[config.mk]
export PLATFORM = sky130hd
export DESIGN_NAME = can_txab_ctrl
export DESIGN_NICKNAME = d
export VERILOG_FILES = /design/src/rtl/can_txab_pkg.sv /design/src/rtl/can_txab_slot.sv /design/src/rtl/can_txab_bus.sv /design/src/rtl/can_txab_ctrl.sv
export SDC_FILE = /design/constraint.sdc
export NUM_CORES = 1
export LEC_CHECK = 0
export BUFFER_PORTS_ARGS = -buffer_cell sky130_fd_sc_hd__buf_2
export CAP_MARGIN = 20
export CORE_ASPECT_RATIO = 1.4
export CORE_MARGIN = 2
export CORE_UTILIZATION = 35
export CTS_CLUSTER_DIAMETER = 30
export DETAILED_ROUTE_END_ITERATION = 8
export PLACE_DENSITY = 0.73
export SETUP_SLACK_MARGIN = 0.3
export SLEW_MARGIN = 10
export SYNTH_ARGS = -nofsm -noshare
export SYNTH_HDL_FRONTEND = slang
export SYNTH_SLANG_ARGS = --single-unit
export TNS_END_PERCENT = 20
[constraint.sdc]
create_clock -name clk -period 1.2 [get_ports clk]
set_input_delay 0.3 -clock clk [delete_from_list [all_inputs] [get_ports clk]]
set_output_delay 0.3 -clock clk [all_outputs]
set_load 0.03 [all_outputs]
[src/rtl/can_txab_pkg.sv]
package can_txab_pkg;
   localparam int unsigned REG_W     = 8;
   localparam int unsigned HALF_W    = REG_W / 2;
   localparam logic        ADDR_FLAG = 1'b0;
   localparam logic        ADDR_CTRL = 1'b1;
endpackage

[src/rtl/can_txab_slot.sv]
module can_txab_slot (
   input  logic clk,
   input  logic rst_n,
   input  logic soft_rst,
   input  logic sched_wr,
   input  logic areq_wr,
   input  logic ie_wr_en,
   input  logic ie_wdata,
   input  logic tx_start,
   input  logic tx_ok,
   input  logic tx_fail,
   output logic txe,
   output logic ack,
   output logic areq,
   output logic ie,
   output logic busy
);
   logic txe_q, ack_q, areq_q, ie_q, busy_q;
   logic start_go, fin_ok, fin_fail, grant, set_txe, sched, areq_set;

   always_comb begin
      start_go = tx_start & ~txe_q & ~busy_q;
      fin_ok   = busy_q & tx_ok;
      fin_fail = busy_q & tx_fail;
      // transmission that starts this cycle takes precedence over a waiting abort
      grant    = areq_q & ((~busy_q & ~start_go) | fin_fail);
      set_txe  = grant | fin_ok;
      sched    = sched_wr & txe_q;
      areq_set = areq_wr & ~txe_q & ~soft_rst;
   end

   always_ff @(posedge clk or negedge rst_n) begin
      if (!rst_n) begin
         txe_q  <= 1'b1;
         ack_q  <= 1'b0;
         areq_q <= 1'b0;
         ie_q   <= 1'b0;
         busy_q <= 1'b0;
      end else begin
         if (start_go)
            busy_q <= 1'b1;
         else if (fin_ok | fin_fail)
            busy_q <= 1'b0;

         if (set_txe)
            txe_q <= 1'b1;
         else if (sched)
            txe_q <= 1'b0;

         if (set_txe)
            ack_q <= grant;
         else if (sched)
            ack_q <= 1'b0;

         if (soft_rst | set_txe)
            areq_q <= 1'b0;
         else if (areq_set)
            areq_q <= 1'b1;

         if (soft_rst)
            ie_q <= 1'b0;
         else if (ie_wr_en)
            ie_q <= ie_wdata;
      end
   end

   assign txe  = txe_q;
   assign ack  = ack_q;
   assign areq = areq_q;
   assign ie   = ie_q;
   assign busy = busy_q;
endmodule

[src/rtl/can_txab_bus.sv]
module can_txab_bus
   import can_txab_pkg::*;
#(
   parameter int unsigned NUM_BUF = 3
) (
   input  logic               bus_wr,
   input  logic               bus_addr,
   input  logic [REG_W-1:0]   bus_wdata,
   input  logic [NUM_BUF-1:0] txe,
   input  logic [NUM_BUF-1:0] ack,
   input  logic [NUM_BUF-1:0] areq,
   input  logic [NUM_BUF-1:0] ie,
   output logic [NUM_BUF-1:0] sched_wr,
   output logic [NUM_BUF-1:0] areq_wr,
   output logic               ie_wr_en,
   output logic [NUM_BUF-1:0] ie_wdata,
   output logic [REG_W-1:0]   bus_rdata
);
   logic wr_flag, wr_ctrl;
   logic wdata_unused;

   assign wr_flag      = bus_wr & (bus_addr == ADDR_FLAG);
   assign wr_ctrl      = bus_wr & (bus_addr == ADDR_CTRL);
   assign wdata_unused = ^bus_wdata;

   assign sched_wr = {NUM_BUF{wr_flag}} & bus_wdata[0 +: NUM_BUF];
   assign areq_wr  = {NUM_BUF{wr_ctrl}} & bus_wdata[HALF_W +: NUM_BUF];
   assign ie_wr_en = wr_ctrl;
   assign ie_wdata = bus_wdata[0 +: NUM_BUF];

   always_comb begin
      bus_rdata = '0;
      if (bus_addr == ADDR_FLAG) begin
         bus_rdata[0 +: NUM_BUF]      = txe;
         bus_rdata[HALF_W +: NUM_BUF] = ack;
      end else begin
         bus_rdata[0 +: NUM_BUF]      = ie;
         bus_rdata[HALF_W +: NUM_BUF] = areq;
      end
   end
endmodule

[src/rtl/can_txab_ctrl.sv]
module can_txab_ctrl
   import can_txab_pkg::*;
#(
   parameter int unsigned NUM_BUF = 3,
   parameter bit          IRQ_REG = 1'b0
) (
   input  logic               clk,
   input  logic               rst_n,
   input  logic               soft_rst,
   input  logic               bus_wr,
   input  logic               bus_addr,
   input  logic [REG_W-1:0]   bus_wdata,
   output logic [REG_W-1:0]   bus_rdata,
   input  logic [NUM_BUF-1:0] tx_start,
   input  logic [NUM_BUF-1:0] tx_ok,
   input  logic [NUM_BUF-1:0] tx_arb_lost,
   input  logic [NUM_BUF-1:0] tx_err,
   output logic               irq
);
   localparam int unsigned MAX_BUF = HALF_W - 1;

   generate
      if (NUM_BUF < 1 || NUM_BUF > MAX_BUF) begin : g_bad_cfg
         $error("can_txab_ctrl: NUM_BUF must lie in 1..HALF_W-1");
      end
   endgenerate

   logic [NUM_BUF-1:0] txe_w, ack_w, areq_w, ie_w, busy_w;
   logic [NUM_BUF-1:0] sched_wr_w, areq_wr_w, ie_wdata_w;
   logic               ie_wr_en_w;
   logic               irq_c;

   can_txab_bus #(.NUM_BUF(NUM_BUF)) bus_i (
      .bus_wr    (bus_wr),
      .bus_addr  (bus_addr),
      .bus_wdata (bus_wdata),
      .txe       (txe_w),
      .ack       (ack_w),
      .areq      (areq_w),
      .ie        (ie_w),
      .sched_wr  (sched_wr_w),
      .areq_wr   (areq_wr_w),
      .ie_wr_en  (ie_wr_en_w),
      .ie_wdata  (ie_wdata_w),
      .bus_rdata (bus_rdata)
   );

   for (genvar i = 0; i < NUM_BUF; i++) begin : g_slot
      can_txab_slot slot_i (
         .clk      (clk),
         .rst_n    (rst_n),
         .soft_rst (soft_rst),
         .sched_wr (sched_wr_w[i]),
         .areq_wr  (areq_wr_w[i]),
         .ie_wr_en (ie_wr_en_w),
         .ie_wdata (ie_wdata_w[i]),
         .tx_start (tx_start[i]),
         .tx_ok    (tx_ok[i]),
         .tx_fail  (tx_arb_lost[i] | tx_err[i]),
         .txe      (txe_w[i]),
         .ack      (ack_w[i]),
         .areq     (areq_w[i]),
         .ie       (ie_w[i]),
         .busy     (busy_w[i])
      );
   end

   assign irq_c = |(txe_w & ie_w);

   generate
      if (IRQ_REG) begin : g_irq_ff
         logic irq_q;
         always_ff @(posedge clk or negedge rst_n) begin
            if (!rst_n) irq_q <= 1'b0;
            else        irq_q <= irq_c;
         end
         assign irq = irq_q;
      end else begin : g_irq_comb
         assign irq = irq_c;
      end
   endgenerate
endmodule

==> results by group, run 1 <==
Outcome
  • Status: complete, but fails checks
  • Failing checks: setup timing

Timing
  • Final Skew: 0.00102 ns
  • Final setup fails: 16
  • Max-slew violations: 0
  • Final min period: 1.52 ns
  • Final WS setup: -0.317 ns
  • FMAX: about 660 MHz
  • Hold WS: ~0.25 ns
  • Period utilisation layout: 1.26
  • Final hold viol count: 0
  • RSZ-0062 raised after global routing: true

Logic synthesis
  • Yosys Warn Count: 0
  • Top cells by area, synth: dfrtp_1 38%, dfstp_2 9.9%, or3b_1 6.6%
  • Post-synth top area cell: dfrtp_1
  • Yosys cell types: 23
  • Register area share after synthesis: 0.477
  • Post-synthesis register bit count: 15
  • Cells after Synth: 78
  • Yosys top cell area share: 0.378
  • Cell Area, Synth: roughly 800 µm²
  • Avg Cell Area, Syn: 10.2 µm²

Floorplanning
  • Initial core utilization: 0.369
  • Boundary Pins: 34
  • Die area: 0.00267 mm²
  • DIE HEIGHT: 60.4 µm
  • Die W: 44.3 µm
  • Core Footprint: 0.00215 mm²
  • Row cnt: 20

Clocking
  • Clk sink count: 15
  • Clock Path Buffers: 2
  • TritonCTS Buffers: 3
  • Depth of the CTS H-tree: 1
  • Clock Pin Slew Worst Setup and Hold Paths: 0.09 ns
  • CTS root buffer: clkbuf_4
  • Worst skew pair latency: about 0.27 ns
  • CTS tree: built

Detailed routing
  • TritonRoute pass-1 iters: 4
  • Routed Antenna Nets: 0
  • Routed vias: 801
  • Wire per inst: 14.7 µm
  • Number of remaining DRC errors: 0
  • Vias/cell: 5.34
  • Final wirelength: 2.21 mm
  • Initial drt markers: 13

Cells and area
  • Fin nets: 154
  • Share of cells above drive strength 1: 0.570
  • Non-Filler Instances: 150
  • Diodes inserted: 0
  • Area Growth Syn to Fin: 59.4%

GRT
  • Vias in the first global route: roughly 850
  • Global route overflow: 0
  • Largest net degree at the start of global routing: 16
  • First-pass GRT wire length: ~3.7 mm
  • Gr usage total: 0.189
  • Initial antenna violation count: 0

Pwr
  • Power density cells: ~1800 mW/mm²
  • Leak pwr: 0.606 nW
  • Peak VDD IR: 838 µV

Worst setup path
  • Crit-path max FO: 4
  • Worst path bufs/invs: 2
  • Worst reg2reg endpoint: g_slot[2].slot_i.areq
  • Critical path startpoint: g_slot[2].slot_i.txe
  • CP startpoint kind: flip-flop
  • Crit path DAT: 1.22 ns
  • Slowest CP cell: dfstp_2
  • Reg2Reg Depth: 3
  • CP Capture Type: output pin
  • Largest stage delay, worst path: between 0.3 and 0.4 ns
  • Worst path cell trace: a222oi_1 -> inv_1 -> buf_6
  • Worst reg2reg setup slack: -0.18 ns
  • Reg2Reg Launch Point: g_slot[2].slot_i.txe
  • Largest delay share family, worst path: flip-flops
  • CP required: 0.90 ns
  • Worst Setup Path Type: reg2out

Placement
  • IO Port Bufs: 29
  • Placed cell count: 139
  • Place WS: -0.201 ns
  • Routability congestion estimate: 0.789
  • Post-DP HPWL: 1.60 mm

Worst hold path
  • Hold WC Path Type: in2reg
  • Hold EP: g_slot[1].slot_i.busy
  • Min-delay src: tx_ok[1]
  • Hold path depth: 2

Job
  • Max-Cap Viols: 0
-- registers in the layout, summed over array words and instances, names as in the netlist --
signal / cells
g_slot.slot_i.ack: 3
g_slot.slot_i.areq: 3
g_slot.slot_i.busy: 3
g_slot.slot_i.ie: 3
g_slot.slot_i.txe: 3
-- layout by cell type, fill, tap and decap left out, types with 2 or more instances in the layout --
cell type   n
a2111oi_4   2
a211o_1     2
a21oi_1     5
a31o_2      2
a31oi_1     3
and3_4      3
buf_2      21
buf_4      17
buf_6       9
clkbuf_4    4
conb_1      2
dfrtp_1    12
dfstp_2     3
inv_1       2
mux2_4      3
nand2_1    13
nand3_1     2
o21ai_0     3
o21ai_4     2
or3b_1      6
-- worst max path at each step --
stage	end	slack [ns]	cells past startpoint
after floorplan	g_slot[0].slot_i.areq	-0.11	3
after global placement	bus_rdata[5]	-0.19	3
after detailed placement	bus_rdata[6]	-0.20	3
after CTS	irq	-0.34	3
after global routing	bus_rdata[0]	-0.36	4
final	irq	-0.32	3
-- report_power, final --
| part | internal [W] | switching [W] |
|---|---|---|
| clock | 0.000129 | 0.000151 |
| sequential | 0.000684 | 0.000116 |
| combinational | 0.000673 | 0.000530 |
-- routing by layer --
layer  global-route usage  wire, µm  vias up
li1                     -         -      386
met1                0.205       874      385
met2                0.376      1240       28
met3               0.0179        85        2
met4               0.0563        12        0
met5                    0         0        -
-- worst reg2reg max path, stage by stage (launching register included) --
cell       delay, ns
dfstp_2         0.39
or3b_1          0.42
and3_4          0.21
a2111oi_4       0.26
-- cell type report --
| cell class | count | area [µm²] |
|---|---|---|
| Clock buffer | 4 | 26.3 |
| Fill cell | 187 | 886 |
| Inverter | 4 | 17.5 |
| Multi-Input combinational cell | 56 | 464 |
| Sequential cell | 15 | 379 |
| Tap cell | 22 | 27.5 |
| Timing Repair Buffer | 49 | 352 |
-- stage by stage --
| stage | power [W] | cell area [µm²] | util | setup TNS (ns) |
|---|---|---|---|---|
| floorplan | 0.00128 | 826 | - | -0.833 |
| global placement | 0.00162 | 1070 | 0.498 | -2.12 |
| detailed placement | 0.00165 | 1070 | 0.498 | -2.36 |
| CTS | 0.00218 | 1230 | 0.573 | -2.97 |
| global route | 0.00242 | 1270 | 0.588 | -3.76 |
| finish | 0.00228 | 1270 | 0.588 | -3.05 |
-- cells by family (layout without fill, tap and decap cells) --
group | after synthesis | in the layout | synth area share
AND/OR/NAND/NOR | 28 | 28 | 0.217
AO/OA/AOI/OAI | 23 | 23 | 0.211
flip-flops | 15 | 15 | 0.477
buffers and inverters | 8 | 57 | 0.0472
multiplexers | 3 | 3 | 0.0425
other | 1 | 2 | 0.00472
-- synthesized netlist by cell type, drive strengths merged --
| cell type | number |
|---|---|
| clkbuf | 2 |
| and2 | 1 |
| nand2 | 13 |
| mux2 | 3 |
| nor4b | 1 |
| nor2b | 1 |
| nand3 | 3 |
| a221o | 1 |
| a222oi | 1 |
| conb | 1 |
| inv | 4 |
| a211o | 2 |
| and3 | 3 |
| dfrtp | 12 |
| a31o | 3 |
| a2111oi | 2 |
| or3b | 6 |
| o21ai | 6 |
| a21oi | 5 |
| dfstp | 3 |
| buf | 2 |
| a31oi | 3 |
-- timing repair --
| item | 4_1_cts | 5_1_grt |
|---|---|---|
| hold buffers | 1 | 0 |
| cloned | 0 | 0 |
| setup buffers | 3 | 3 |
| gates resized for setup | 25 | 4 |
| setup endpoints to repair | 19 | 22 |
| pin swaps | 6 | 2 |
| endpoints found under the hold margin | 12 | 0 |
Power figures use the tool's default switching activity.
==> run 2: changes to the inputs <==
PLACE_DENSITY = 0.69   (was 0.73)
==> results by group, run 2 (synthesis results as in run 1) <==
Detailed routing
  • Wire per inst: 14.1 µm (-4.5%)
  • Routed vias: 756 (-5.6%)
  • Vias/cell: 5.29 (-1.0%)
  • Routed Antenna Nets: 0 (unchanged)
  • Final wirelength: 2.01 mm (-9.0%)
  • TritonRoute pass-1 iters: 4 (unchanged)
  • Initial drt markers: 9 (-4)
  • Number of remaining DRC errors: 0 (unchanged)

Worst setup path
  • Crit path to: irq
  • CP required: 0.90 ns (about the same)
  • Worst reg2reg endpoint: g_slot[0].slot_i.txe
  • Reg2Reg Launch Point: g_slot[0].slot_i.txe
  • Reg2Reg Depth: 4 (+1)
  • Worst path cell trace: a222oi_1 -> inv_1 -> buf_6
  • Critical path startpoint: g_slot[2].slot_i.txe
  • Worst reg2reg setup slack: -0.22 ns (-0.04 ns)
  • CP startpoint kind: flip-flop
  • Worst Setup Path Type: reg2out
  • Slowest CP cell: dfstp_2
  • CP Capture Type: output pin
  • Crit-path max FO: 3 (-1)
  • Largest stage delay, worst path: 0.39 ns (about the same)
  • Crit path DAT: 1.21 ns (about the same)

Timing
  • Fin Setup TNS: -2.95 ns (+0.0956 ns)
  • Final Skew: 0.00113 ns (+0.000103 ns)
  • FMAX: 661 MHz (+0.30%)
  • Final min period: 1.51 ns (-0.00450 ns)
  • RSZ-0062 raised after global routing: true
  • Final hold viol count: 0 (unchanged)
  • Max-slew violations: 0 (unchanged)
  • Final WS setup: -0.313 ns (+0.00450 ns)
  • Final setup fails: 16 (unchanged)
  • Period utilisation layout: 1.26 (-0.00375)

Pwr
  • Power, Total: 0.00214 W (-6.2%)
  • Peak VDD IR: 861 µV (+2.7%)
  • Seq pwr share: 0.379 (+0.028)
  • Power density cells: 1750 mW/mm² (-3.0%)
  • Sw Share: 0.351 (+0.00146)
  • Pint: 0.00139 W (-6.4%)
  • Part of the power in combinational logic: 0.494 (-0.033)
  • Psw: 0.000751 W (-5.8%)
  • Leak pwr: 0.581 nW (-4.2%)
  • Clk pwr share: 0.128 (+0.006)

Clocking
  • TritonCTS Buffers: 3 (unchanged)
  • Clock Pin Slew Worst Setup and Hold Paths: 0.08 ns (about the same)
  • Worst skew pair latency: 0.27 ns (about the same)
  • Clock Path Buffers: 2 (unchanged)
  • Depth of the CTS H-tree: 1 (unchanged)
  • CTS tree: built
  • Clk sink count: 15 (unchanged)
  • CTS root buffer: clkbuf_4

GRT
  • Gr usage total: 0.162 (-0.0272)
  • Largest net degree at the start of global routing: 16 (unchanged)
  • First-pass GRT wire length: 3.28 mm (-11%)
  • Global route overflow: 0 (unchanged)
  • Initial antenna violation count: 0 (unchanged)
  • Vias in the first global route: 791 (-7.1%)

Cells and area
  • Most common cell after layout, fill and taps aside: buf_2
  • Area Growth Syn to Fin: 54.2%
  • Filler instances: 201 (+7.5%)
  • Fin nets: 147 (-4.5%)
  • Post-route cell area: 0.00122 mm² (-3.3%)
  • Diodes inserted: 0 (unchanged)
  • Commonest non-fill, non-tap cells in the layout: 21 x buf_2, 13 x nand2_1, 12 x dfrtp_1
  • Share of cells above drive strength 1: 0.554 (-0.0166)
  • Non-Filler Instances: 143 (-4.7%)

Floorplanning
  • Die area: 0.00267 mm² (unchanged)
  • Boundary Pins: 34 (unchanged)
  • Core Footprint: 0.00215 mm² (unchanged)
  • DIE HEIGHT: 60.4 µm (unchanged)
  • Initial core utilization: 0.369 (unchanged)
  • Die W: 44.3 µm (unchanged)
  • Row cnt: 20 (unchanged)

Placement
  • Post-DP HPWL: 1.45 mm (-9.2%)
  • Post-DP Area: 0.00105 mm² (-2.1%)
  • Placed cell count: 136 (-2.2%)
  • Routability congestion estimate: 0.817 (+3.5%)
  • IO Port Bufs: 29 (unchanged)

Job
  • Max-Cap Viols: 0 (unchanged)

Outcome
  • Failing checks: setup timing
  • Status: complete, but fails checks

Worst hold path
  • Hold WC Path Type: in2reg
run 2: changes by cell type in the layout (fill, tap and decap cells not counted), sizes merged:
cell  change
buf       -7
run 2: timing repair:
action / 4_1_cts / 5_1_grt
hold buffers: 1 / 0
buffers inserted: 0 / 2
gates resized for setup: 21 / 9
pin swaps: 5 / 4
hold endpoints to repair: 12 / 0
endpoints found under the setup margin: 19 / 22
run 2: stage by stage:
stage               hold slack (ns)  setup WS (ns)   util
floorplan                   0.00441         -0.106      -
global placement              0.225         -0.191  0.488
detailed placement            0.226         -0.199  0.488
CTS                           0.238         -0.325  0.538
global route                  0.260         -0.395  0.569
finish                        0.250         -0.313  0.569
run 2: cell type report:
cell class,count,area (µm²),share of cell area
multi-input combinational,56,482,0.393
sequential,15,379,0.310
timing repair buffer,42,295,0.241
tap,22,27.5,0.0225
clock buffer,4,26.3,0.0215
inverter,4,15.0,0.0123
run 2: worst max-delay path: cells and delay by family (launching register included):
kind            cells  cell delay (ns)
compound gates      1             0.33
buf+inv             2             0.23
flops               1             0.39
run 2: power groups by stage:
stage | combinational [W] | sequential [W] | clock (W)
final | 0.00106 | 0.000811 | 0.000273
after global routing | 0.00113 | 0.000827 | 0.000315
after CTS | 0.000917 | 0.000811 | 0.000285
after detailed placement | 0.000784 | 0.000813 | 0
after global placement | 0.000775 | 0.000809 | 0
after floorplan | 0.000493 | 0.000782 | 0
run 2: worst min-delay path by stage:
| stage | slack (ns) | depth (start not counted) | start | to |
|---|---|---|---|---|
| after floorplan | 0.004 | 0 | rst_n | g_slot[0].slot_i.ack |
| after global placement | 0.22 | 1 | rst_n | g_slot[2].slot_i.ie |
| after detailed placement | 0.23 | 1 | rst_n | g_slot[2].slot_i.ie |
| after CTS | 0.24 | 2 | tx_ok[1] | g_slot[1].slot_i.busy |
| after global routing | 0.26 | 2 | tx_ok[0] | g_slot[0].slot_i.areq |
| final | 0.25 | 2 | tx_ok[1] | g_slot[1].slot_i.busy |
run 2: layer usage:
metal  vias to the layer above  part of all wire  global-route usage
li1                        371                 -                   -
met1                       362              0.46               0.212
met2                        21              0.49               0.269
met3                         2             0.044              0.0208
met4                         0            0.0050              0.0649
met5                         -                 0                   0
